[config.mk]
export PLATFORM = sky130hd
export DESIGN_NAME = evcap_unit
export DESIGN_NICKNAME = d
export VERILOG_FILES = /design/src/rtl/evcap_pkg.sv /design/src/rtl/evcap_sync.sv /design/src/rtl/evcap_edge.sv /design/src/rtl/evcap_ctrl.sv /design/src/rtl/evcap_unit.sv
export SDC_FILE = /design/constraint.sdc
export NUM_CORES = 1
export LEC_CHECK = 0
export BUFFER_PORTS_ARGS = -buffer_cell sky130_fd_sc_hd__buf_2
export CAP_MARGIN = 30
export CORE_UTILIZATION = 48
export CTS_CLUSTER_DIAMETER = 50
export DETAILED_ROUTE_END_ITERATION = 10
export PLACE_DENSITY = 0.74
export RECOVER_POWER = 50
export SETUP_SLACK_MARGIN = 0.2
export SLEW_MARGIN = 0
export SYNTH_ARGS = -nofsm -noshare
export SYNTH_HDL_FRONTEND = slang
export SYNTH_SLANG_ARGS = --single-unit
[constraint.sdc]
create_clock -name clk -period 2.2 [get_ports clk]
set_input_delay 0.22 -clock clk [delete_from_list [all_inputs] [get_ports clk]]
set_output_delay 0.22 -clock clk [all_outputs]
set_load 0.005 [all_outputs]
[src/rtl/evcap_pkg.sv]
package evcap_pkg;

  typedef enum logic [1:0] {
    SEL_NONE = 2'd0,
    SEL_RISE = 2'd1,
    SEL_FALL = 2'd2,
    SEL_BOTH = 2'd3
  } edge_sel_e;

  // Decide whether a change from prev to cur qualifies under sel.
  function automatic logic edge_hit(input logic [1:0] sel, input logic prev, input logic cur);
    logic up;
    logic down;
    up   = cur & ~prev;
    down = prev & ~cur;
    case (edge_sel_e'(sel))
      SEL_RISE: edge_hit = up;
      SEL_FALL: edge_hit = down;
      SEL_BOTH: edge_hit = up | down;
      default:  edge_hit = 1'b0;
    endcase
  endfunction

  // Re-arm on selector leaving the disabled setting.
  function automatic logic sel_arms(input logic [1:0] old_sel, input logic [1:0] new_sel);
    sel_arms = (edge_sel_e'(old_sel) == SEL_NONE) && (edge_sel_e'(new_sel) != SEL_NONE);
  endfunction

endpackage

[src/rtl/evcap_sync.sv]
module evcap_sync #(
  parameter int STAGES = 2
) (
  input  logic clk,
  input  logic rst_n,
  input  logic d_in,
  output logic q_out
);
  localparam int LAST = STAGES - 1;

  logic [STAGES-1:0] chain_q;

  generate
    for (genvar i = 0; i < STAGES; i++) begin : g_stage
      if (i == 0) begin : g_first
        always_ff @(posedge clk) begin
          if (!rst_n) chain_q[i] <= 1'b0;
          else        chain_q[i] <= d_in;
        end
      end else begin : g_next
        always_ff @(posedge clk) begin
          if (!rst_n) chain_q[i] <= 1'b0;
          else        chain_q[i] <= chain_q[i-1];
        end
      end
    end
  endgenerate

  assign q_out = chain_q[LAST];
endmodule

[src/rtl/evcap_edge.sv]
module evcap_edge
  import evcap_pkg::*;
(
  input  logic       clk,
  input  logic       rst_n,
  input  logic       lvl,
  input  logic [1:0] sel,
  output logic       hit
);
  logic prev_q;

  always_ff @(posedge clk) begin
    if (!rst_n) prev_q <= 1'b0;
    else        prev_q <= lvl;
  end

  assign hit = edge_hit(sel, prev_q, lvl);


  edge_change_chk: assert property (@(posedge clk) disable iff (!rst_n)
    hit |-> (lvl != prev_q) && (sel != 2'd0));
endmodule

[src/rtl/evcap_ctrl.sv]
module evcap_ctrl
  import evcap_pkg::*;
#(
  parameter int CNT_W = 32
) (
  input  logic             clk,
  input  logic             rst_n,
  input  logic             hit,
  input  logic [CNT_W-1:0] cnt_val,
  input  logic [1:0]       edge_sel,
  input  logic             dual_mode,
  input  logic             flag_clr,
  output logic [CNT_W-1:0] cap1,
  output logic [CNT_W-1:0] cap2,
  output logic             flag
);
  logic       locked_q;
  logic       got1_q;
  logic [1:0] sel_q;

  logic clr_ok;
  logic sel_rearm;
  logic rearm;
  logic take;

  assign clr_ok    = flag_clr & flag;
  assign sel_rearm = sel_arms(sel_q, edge_sel);
  assign rearm     = clr_ok | sel_rearm;
  assign take      = hit & ~locked_q;

  always_ff @(posedge clk) begin
    if (!rst_n) begin
      cap1     <= '0;
      cap2     <= '0;
      flag     <= 1'b0;
      locked_q <= 1'b0;
      got1_q   <= 1'b0;
      sel_q    <= SEL_NONE;
    end else begin
      sel_q <= edge_sel;
      if (rearm) begin
        locked_q <= 1'b0;
        got1_q   <= 1'b0;
        if (clr_ok) flag <= 1'b0;
      end else if (take) begin
        if (dual_mode && !got1_q) begin
          cap1   <= cnt_val;
          got1_q <= 1'b1;
        end else if (dual_mode) begin
          cap2     <= cnt_val;
          flag     <= 1'b1;
          locked_q <= 1'b1;
          got1_q   <= 1'b0;
        end else begin
          cap1     <= cnt_val;
          flag     <= 1'b1;
          locked_q <= 1'b1;
        end
      end
    end
  end


  flag_set_src_chk: assert property (@(posedge clk) disable iff (!rst_n)
    $rose(flag) |-> $past(hit));


  flag_clear_src_chk: assert property (@(posedge clk) disable iff (!rst_n)
    $fell(flag) |-> $past(flag_clr));


  lock_hold_chk: assert property (@(posedge clk) disable iff (!rst_n)
    locked_q |=> $stable(cap1) && $stable(cap2));


  single_no_cap2_chk: assert property (@(posedge clk) disable iff (!rst_n)
    !$stable(cap2) |-> $past(dual_mode));
endmodule

[src/rtl/evcap_unit.sv]
module evcap_unit #(
  parameter int CNT_W       = 32,
  parameter int SYNC_STAGES = 2
) (
  input  logic             clk,
  input  logic             rst_n,
  input  logic [CNT_W-1:0] cnt_val,
  input  logic             evt_in,
  input  logic [1:0]       edge_sel,
  input  logic             dual_mode,
  input  logic             irq_en,
  input  logic             flag_clr,
  output logic [CNT_W-1:0] cap1,
  output logic [CNT_W-1:0] cap2,
  output logic             cap_flag,
  output logic             cap_irq
);
  logic evt_sync;
  logic evt_hit;

  evcap_sync #(.STAGES(SYNC_STAGES)) sync_i (
    .clk   (clk),
    .rst_n (rst_n),
    .d_in  (evt_in),
    .q_out (evt_sync)
  );

  evcap_edge edge_i (
    .clk   (clk),
    .rst_n (rst_n),
    .lvl   (evt_sync),
    .sel   (edge_sel),
    .hit   (evt_hit)
  );

  evcap_ctrl #(.CNT_W(CNT_W)) ctrl_i (
    .clk       (clk),
    .rst_n     (rst_n),
    .hit       (evt_hit),
    .cnt_val   (cnt_val),
    .edge_sel  (edge_sel),
    .dual_mode (dual_mode),
    .flag_clr  (flag_clr),
    .cap1      (cap1),
    .cap2      (cap2),
    .flag      (cap_flag)
  );

  assign cap_irq = cap_flag & irq_en;


  irq_gate_chk: assert property (@(posedge clk) disable iff (!rst_n)
    cap_irq |-> (irq_en && cap_flag));
endmodule

## After elaboration in Yosys (flattened, before gate mapping)

Cells that the tools add are included.

| operators by class | value |
|---|---|
| reduce and logical (&&, ||, !) cells | 13 |
| mux-type cells | 9 |
| bitwise logic cells | 13 |
| eq/ne operators | 6 |

Operators with widths:

| operator | count |
|---|---|
| $mux W32 | 2 |
| $mux W1 | 6 |
| $ne A2 B1 Y1 const B | 3 |
| $not A1 Y1 | 6 |
| $reduce_and A3 Y1 | 2 |
| $reduce_bool A2 Y1 | 3 |
| $and A1 B1 Y1 | 5 |
| $eq A2 B2 Y1 const B | 2 |
| $reduce_and A2 Y1 | 2 |
| $reduce_and A4 Y1 | 1 |
| $pmux W1 S3 | 1 |
| $eq A2 B1 Y1 const B | 1 |
| $logic_and A1 B1 Y1 | 2 |
| $logic_not A2 Y1 | 1 |
| $or A1 B1 Y1 | 2 |
| $reduce_or A2 Y1 | 1 |
| $logic_not A1 Y1 | 1 |

| storage, ports and cells | value |
|---|---|
| output and inout bits | 66 |
| logic and storage cells | 50 |
| bits in registers | 72 |
| bits of input ports | 40 |

## Longest topological paths before layout

| logic depth | value |
|---|---|
| depth after elaboration | 7 |
| gate-level depth with buffers | 8 |

## Modules after synthesis

From an unflattened synthesis, not the netlist that was laid out.

| unflattened totals | value |
|---|---|
| cells, all modules | 283 |
| area total of the unflattened synthesis | 2821.5 um^2 |

Modules (own cells, without submodules):

| module | cells an instance | seq. area each (um^2) | area each (um^2) | times used |
|---|---|---|---|---|
| evcap_ctrl | 267 | 1381.3 | 2677.6 | 1 |
| evcap_edge | 11 | 20.0 | 85.1 | 1 |
| evcap_sync | 4 | 40.0 | 52.6 | 1 |
| evcap_unit | 1 | 0.0 | 6.3 | 1 |

## Worst setup path after synthesis

Ideal clock, no wire load.

| path | value |
|---|---|
| kind | register -> register |
| start point | register edge_i.prev_q |
| end point | register ctrl_i.cap2[0] |
| data required time | 2.128 ns |
| stages on the path, launching flop included | 8 |
| buffers on the path | 1 |
| arrival time | 1.815 ns |
| setup slack | 0.313 ns |
| path through | dfxtp_1 inv_1 ha_1 nand2b_1 a311o_4 nor3_4 buf_8 mux2i_1 |

| on the way | value |
|---|---|
| cells in the longest elaborated chain, start to end | 6 |
| elaborated cells on any way between the ends | 7 |
| those cells by class | mux (1); bitwise (5); reduce/logical (1) |

Ends and longest elaborated chain:

| what | line | source |
|---|---|---|
| from (decl) | evcap_edge.sv:10 | `logic prev_q;` |
| from (signal assigned) | evcap_edge.sv:14 | `else prev_q <= lvl;` |
| $not A1 Y1 | evcap_pkg.sv:14 | `up = cur & ~prev;` |
| $and A1 B1 Y1 | evcap_pkg.sv:14 |  |
| $or A1 B1 Y1 | evcap_pkg.sv:19 | `SEL_BOTH: edge_hit = up \| down;` |
| $pmux W1 S3 (*) | evcap_pkg.sv:16 | `case (edge_sel_e'(sel))` |
| $and A1 B1 Y1 (*) | evcap_ctrl.sv:29 | `assign take = hit & ~locked_q;` |
| $reduce_and A4 Y1 (no source line) (*) | - |  |
| to (signal assigned) | evcap_ctrl.sv:50 | `cap2 <= cnt_val;` |
| to (decl) | evcap_ctrl.sv:14 | `output logic [CNT_W-1:0] cap2,` |

Mark *: on every way between the ends. The rest lies on a longest branch, timed or not.
A chain may end at the register's enable or synchronous reset.

## Worst setup path in the final report

| path | value |
|---|---|
| start point | register edge_i.prev_q |
| end point | register ctrl_i.cap1[30] |

| on the way | value |
|---|---|
| cells in the longest elaborated chain, start to end | 6 |
| elaborated cells on any way between the ends | 7 |
| those cells by class | mux (1); bitwise (5); reduce/logical (1) |

Ends and longest elaborated chain:

| what | line | source |
|---|---|---|
| $not A1 Y1 | evcap_pkg.sv:14 |  |
| $and A1 B1 Y1 | evcap_pkg.sv:14 |  |
| $or A1 B1 Y1 | evcap_pkg.sv:19 |  |
| $pmux W1 S3 (*) | evcap_pkg.sv:16 |  |
| $and A1 B1 Y1 (*) | evcap_ctrl.sv:29 |  |
| $reduce_and A3 Y1 (no source line) (*) | - |  |
| to (signal assigned) | evcap_ctrl.sv:47 | `cap1 <= cnt_val;` |
| to (signal assigned) | evcap_ctrl.sv:55 | `cap1 <= cnt_val;` |
| to (decl) | evcap_ctrl.sv:13 | `output logic [CNT_W-1:0] cap1,` |

Marks and branches as above.

==> results by group <==
Drt
  • Final antenna-violating net count: 0
  • Initial drt markers: a little over 80
  • DRT Pass-1 Iters: 4
  • Drt wl/cell: 12.6 um
  • DR DRC count: 0
  • Drt total wl: 5900 um
  • Via count: 2278
  • Avg Vias per Cell: between 4 and 5

Synth
  • Area leader, netlist: dfxtp_1
  • Yosys reg bits: 72
  • Sequential area share after synthesis: 0.512
  • Avg Cell Area, Syn: 10.0 sq um
  • Post-synth cell types: 23
  • Post-Syn Area: 2810 sq um
  • Number of synthesized flops with an enable pin: 0
  • Cells after synthesis: 281
  • Ys async rst share: 0
  • Ranking of synthesized cells by area: dfxtp_1 51%, mux2i_1 23%, nand2_1 13%, buf_8 3.2%, clkbuf_1 1.5%
  • Dominant synthesized flop cell: dfxtp_1
  • Top cells by count, synth: 98 x nand2_1, 72 x dfxtp_1, 64 x mux2i_1
  • Synthesis warning total: 0
  • Top cell type's share of synthesized area: 0.512
  • Most numerous cell in the Yosys netlist: nand2_1
  • Syn Nets: between 300 and 400

Timing
  • Max-slew violations: 0
  • Final period util: 0.876
  • Final setup margin: 0.274 ns
  • Pin slew with the least headroom to its limit: 1.25 ns
  • Skew final: 0.00520 ns
  • Worst slew margin: 0.166
  • Maximum clock frequency: 0.519 GHz
  • Tmin final: approximately 1.9 ns
  • RSZ-0062 raised after global routing: yes
  • Endpoints failing setup: 0
  • Setup_tns: 0 ns
  • Final hold viol count: 0

Floorplanning
  • IO Pins: 106
  • Die Ht: roughly 79 um
  • Rows: 27
  • Die ar.: slightly above 6000 sq um
  • Die Width: 78.6 um
  • Core box area: 5570 sq um
  • Starting density of the core: 0.505

Setup path
  • Worst path top cell family by delay: compound AO/OA/AOI/OAI gates
  • Setup CP Type: flip-flop to flip-flop
  • Slowest cell on crit path: a311o_4
  • Worst setup SP type: flip-flop
  • CP Data Required Time: 2.46 ns
  • Critical path data arrival time: between 2 and 2.5 ns
  • CP max FO: 7
  • Crit-path max cell delay: 0.44 ns
  • Reg2Reg Depth: 8
  • CP bufs+invs: 3
  • Critical path, cell by cell: inv_2 > ha_4 > nand2b_4 > a311o_4 > nor3b_4 > buf_6 > buf_8 > mux2i_1
  • Stages on the worst setup path: 8
  • Setup crit end kind: flip-flop

Placed design
  • Post-placement setup slack: 0.175 ns
  • Dpl hpwl: 4070 um
  • PortBufs: 105
  • Placer Congestion: 0.790
  • Post-placement cell count: about 450

CTS
  • Clock sink count: just over 70
  • Clock Path Buffers: 2
  • Hold-fix buffers, CTS: 0
  • Total CTS buffers: 9
  • H-tree depth: 3
  • Clock Tree Root: clkbuf_8
  • CTS tree: built
  • Clock slew at reported path FFs: roughly 0.070 ns
  • Worst skew pair latency: 0.33 ns

GRT
  • Initial antenna violation count: 0
  • All-layer global routing usage: 0.202
  • Global-route wire length before repair: 9700 um
  • GRT overflow: 0
  • Vias in the first global route: 2194
  • Largest net degree at the start of global routing: 62

Cells and area
  • Share of cells above drive strength 1: 0.278
  • # diodes: 0
  • Fin nets: approximately 430
  • Final Core Density: 0.644
  • Area Overhead vs Synth: 27.6%
  • Non-filler cells, final: ~470

Hold path
  • Hold WC Path Type: input pin to flip-flop
  • Hold path depth: 2

Power
  • Power Dens Cells: 693 nW/um^2
  • Max VDD drop: just under 0.0004 V
  • Pleak: 1.51 nW

Run status
  • Status: completed

Run
  • Max Cap Viol: 0
-- cell type report --
cell class,count,area (sq um)
fillers,480,1980
clock buffers,12,145
multi-input cells,187,1240
repair buffers,117,636
clock inverters,4,20.0
inverters,4,15.0
well taps,72,90.1
flip-flops and latches,72,1440
-- repair_timing --
item                                    CTS  global route
gates resized for setup                   5            12
gates cloned                              2             0
endpoints found under the setup margin   26            41
setup buffers                             2             1
pin swaps                                 2             3
-- state kept, by name (all words and copies together), names as in the netlist --
signal / cells
ctrl_i.cap1: 32
ctrl_i.cap2: 32
ctrl_i.flag: 1
ctrl_i.got1_q: 1
ctrl_i.locked_q: 1
ctrl_i.sel_q: 2
edge_i.prev_q: 1
sync_i.chain_q: 1
sync_i.q_out: 1
-- per-stage QoR --
stage | hold WS, ns | instance area (sq um) | power (mW)
floorplan | 0.342 | 2810 | 1.53
global placement | 0.417 | 3370 | 1.62
detailed placement | 0.426 | 3370 | 1.62
CTS | 0.0888 | 3580 | 2.51
global route | 0.0804 | 3590 | 2.60
finish | 0.0952 | 3590 | 2.49
-- routing by layer --
| layer | vias to the layer above | GRT usage | part of all wire | routed length [um] |
|---|---|---|---|---|
| met2 | 82 | 0.334 | 0.44 | 2600 |
| met3 | 10 | 0.0512 | 0.062 | 367 |
| met1 | 1045 | 0.246 | 0.48 | 2830 |
| li1 | 1141 | - | - | - |
| met5 | - | 0 | 0 | 0 |
| met4 | 0 | 0.0889 | 0.016 | 95 |
-- layout by cell type (no fill, tap or decap), types with 2 or more instances in the layout --
| cell | Yosys | layout |
|---|---|---|
| a21oi_1 | 2 | 2 |
| clkbuf_8 | 0 | 10 |
| dfxtp_1 | 72 | 70 |
| clkinv_2 | 0 | 4 |
| buf_4 | 0 | 2 |
| mux2i_1 | 64 | 64 |
| buf_2 | 0 | 74 |
| buf_6 | 1 | 4 |
| nand2b_4 | 1 | 2 |
| buf_12 | 0 | 2 |
| and2_0 | 0 | 2 |
| dfxtp_2 | 0 | 2 |
| clkbuf_1 | 11 | 32 |
| nor2_1 | 3 | 3 |
| buf_8 | 6 | 3 |
| nand2_1 | 98 | 98 |
| buf_1 | 0 | 2 |
| inv_1 | 4 | 3 |
| and2_1 | 6 | 4 |
-- power breakdown --
group	internal, mW	switching (mW)	total (mW)
Sequential	1.34	0.0214	1.36
Combinational	0.121	0.127	0.248
Clock	0.433	0.442	0.875
-- cells by family after synthesis --
logic type / Yosys count / synth area share
mux: 64 / 0.228
flops: 72 / 0.512
buf+inv: 22 / 0.0560
fa+ha+maj: 2 / 0.00889
simple gates: 113 / 0.170
compound gates: 8 / 0.0249
-- path summary, 6_finish.rpt --
check,from,endpoint,slack (ns)
setup / recovery,edge_i.prev_q$_SDFF_PN0_,ctrl_i.cap1[30]$_SDFFE_PN0P_,0.27
hold / removal,evt_in,sync_i.chain_q[0]$_SDFF_PN0_,0.1
setup reg to reg,edge_i.prev_q$_SDFF_PN0_,ctrl_i.cap1[30]$_SDFFE_PN0P_,0.27
hold reg to reg,sync_i.chain_q[0]$_SDFF_PN0_,sync_i.q_out$_SDFF_PN0_,0.44
No activity file was read; power rests on OpenSTA's default activity.
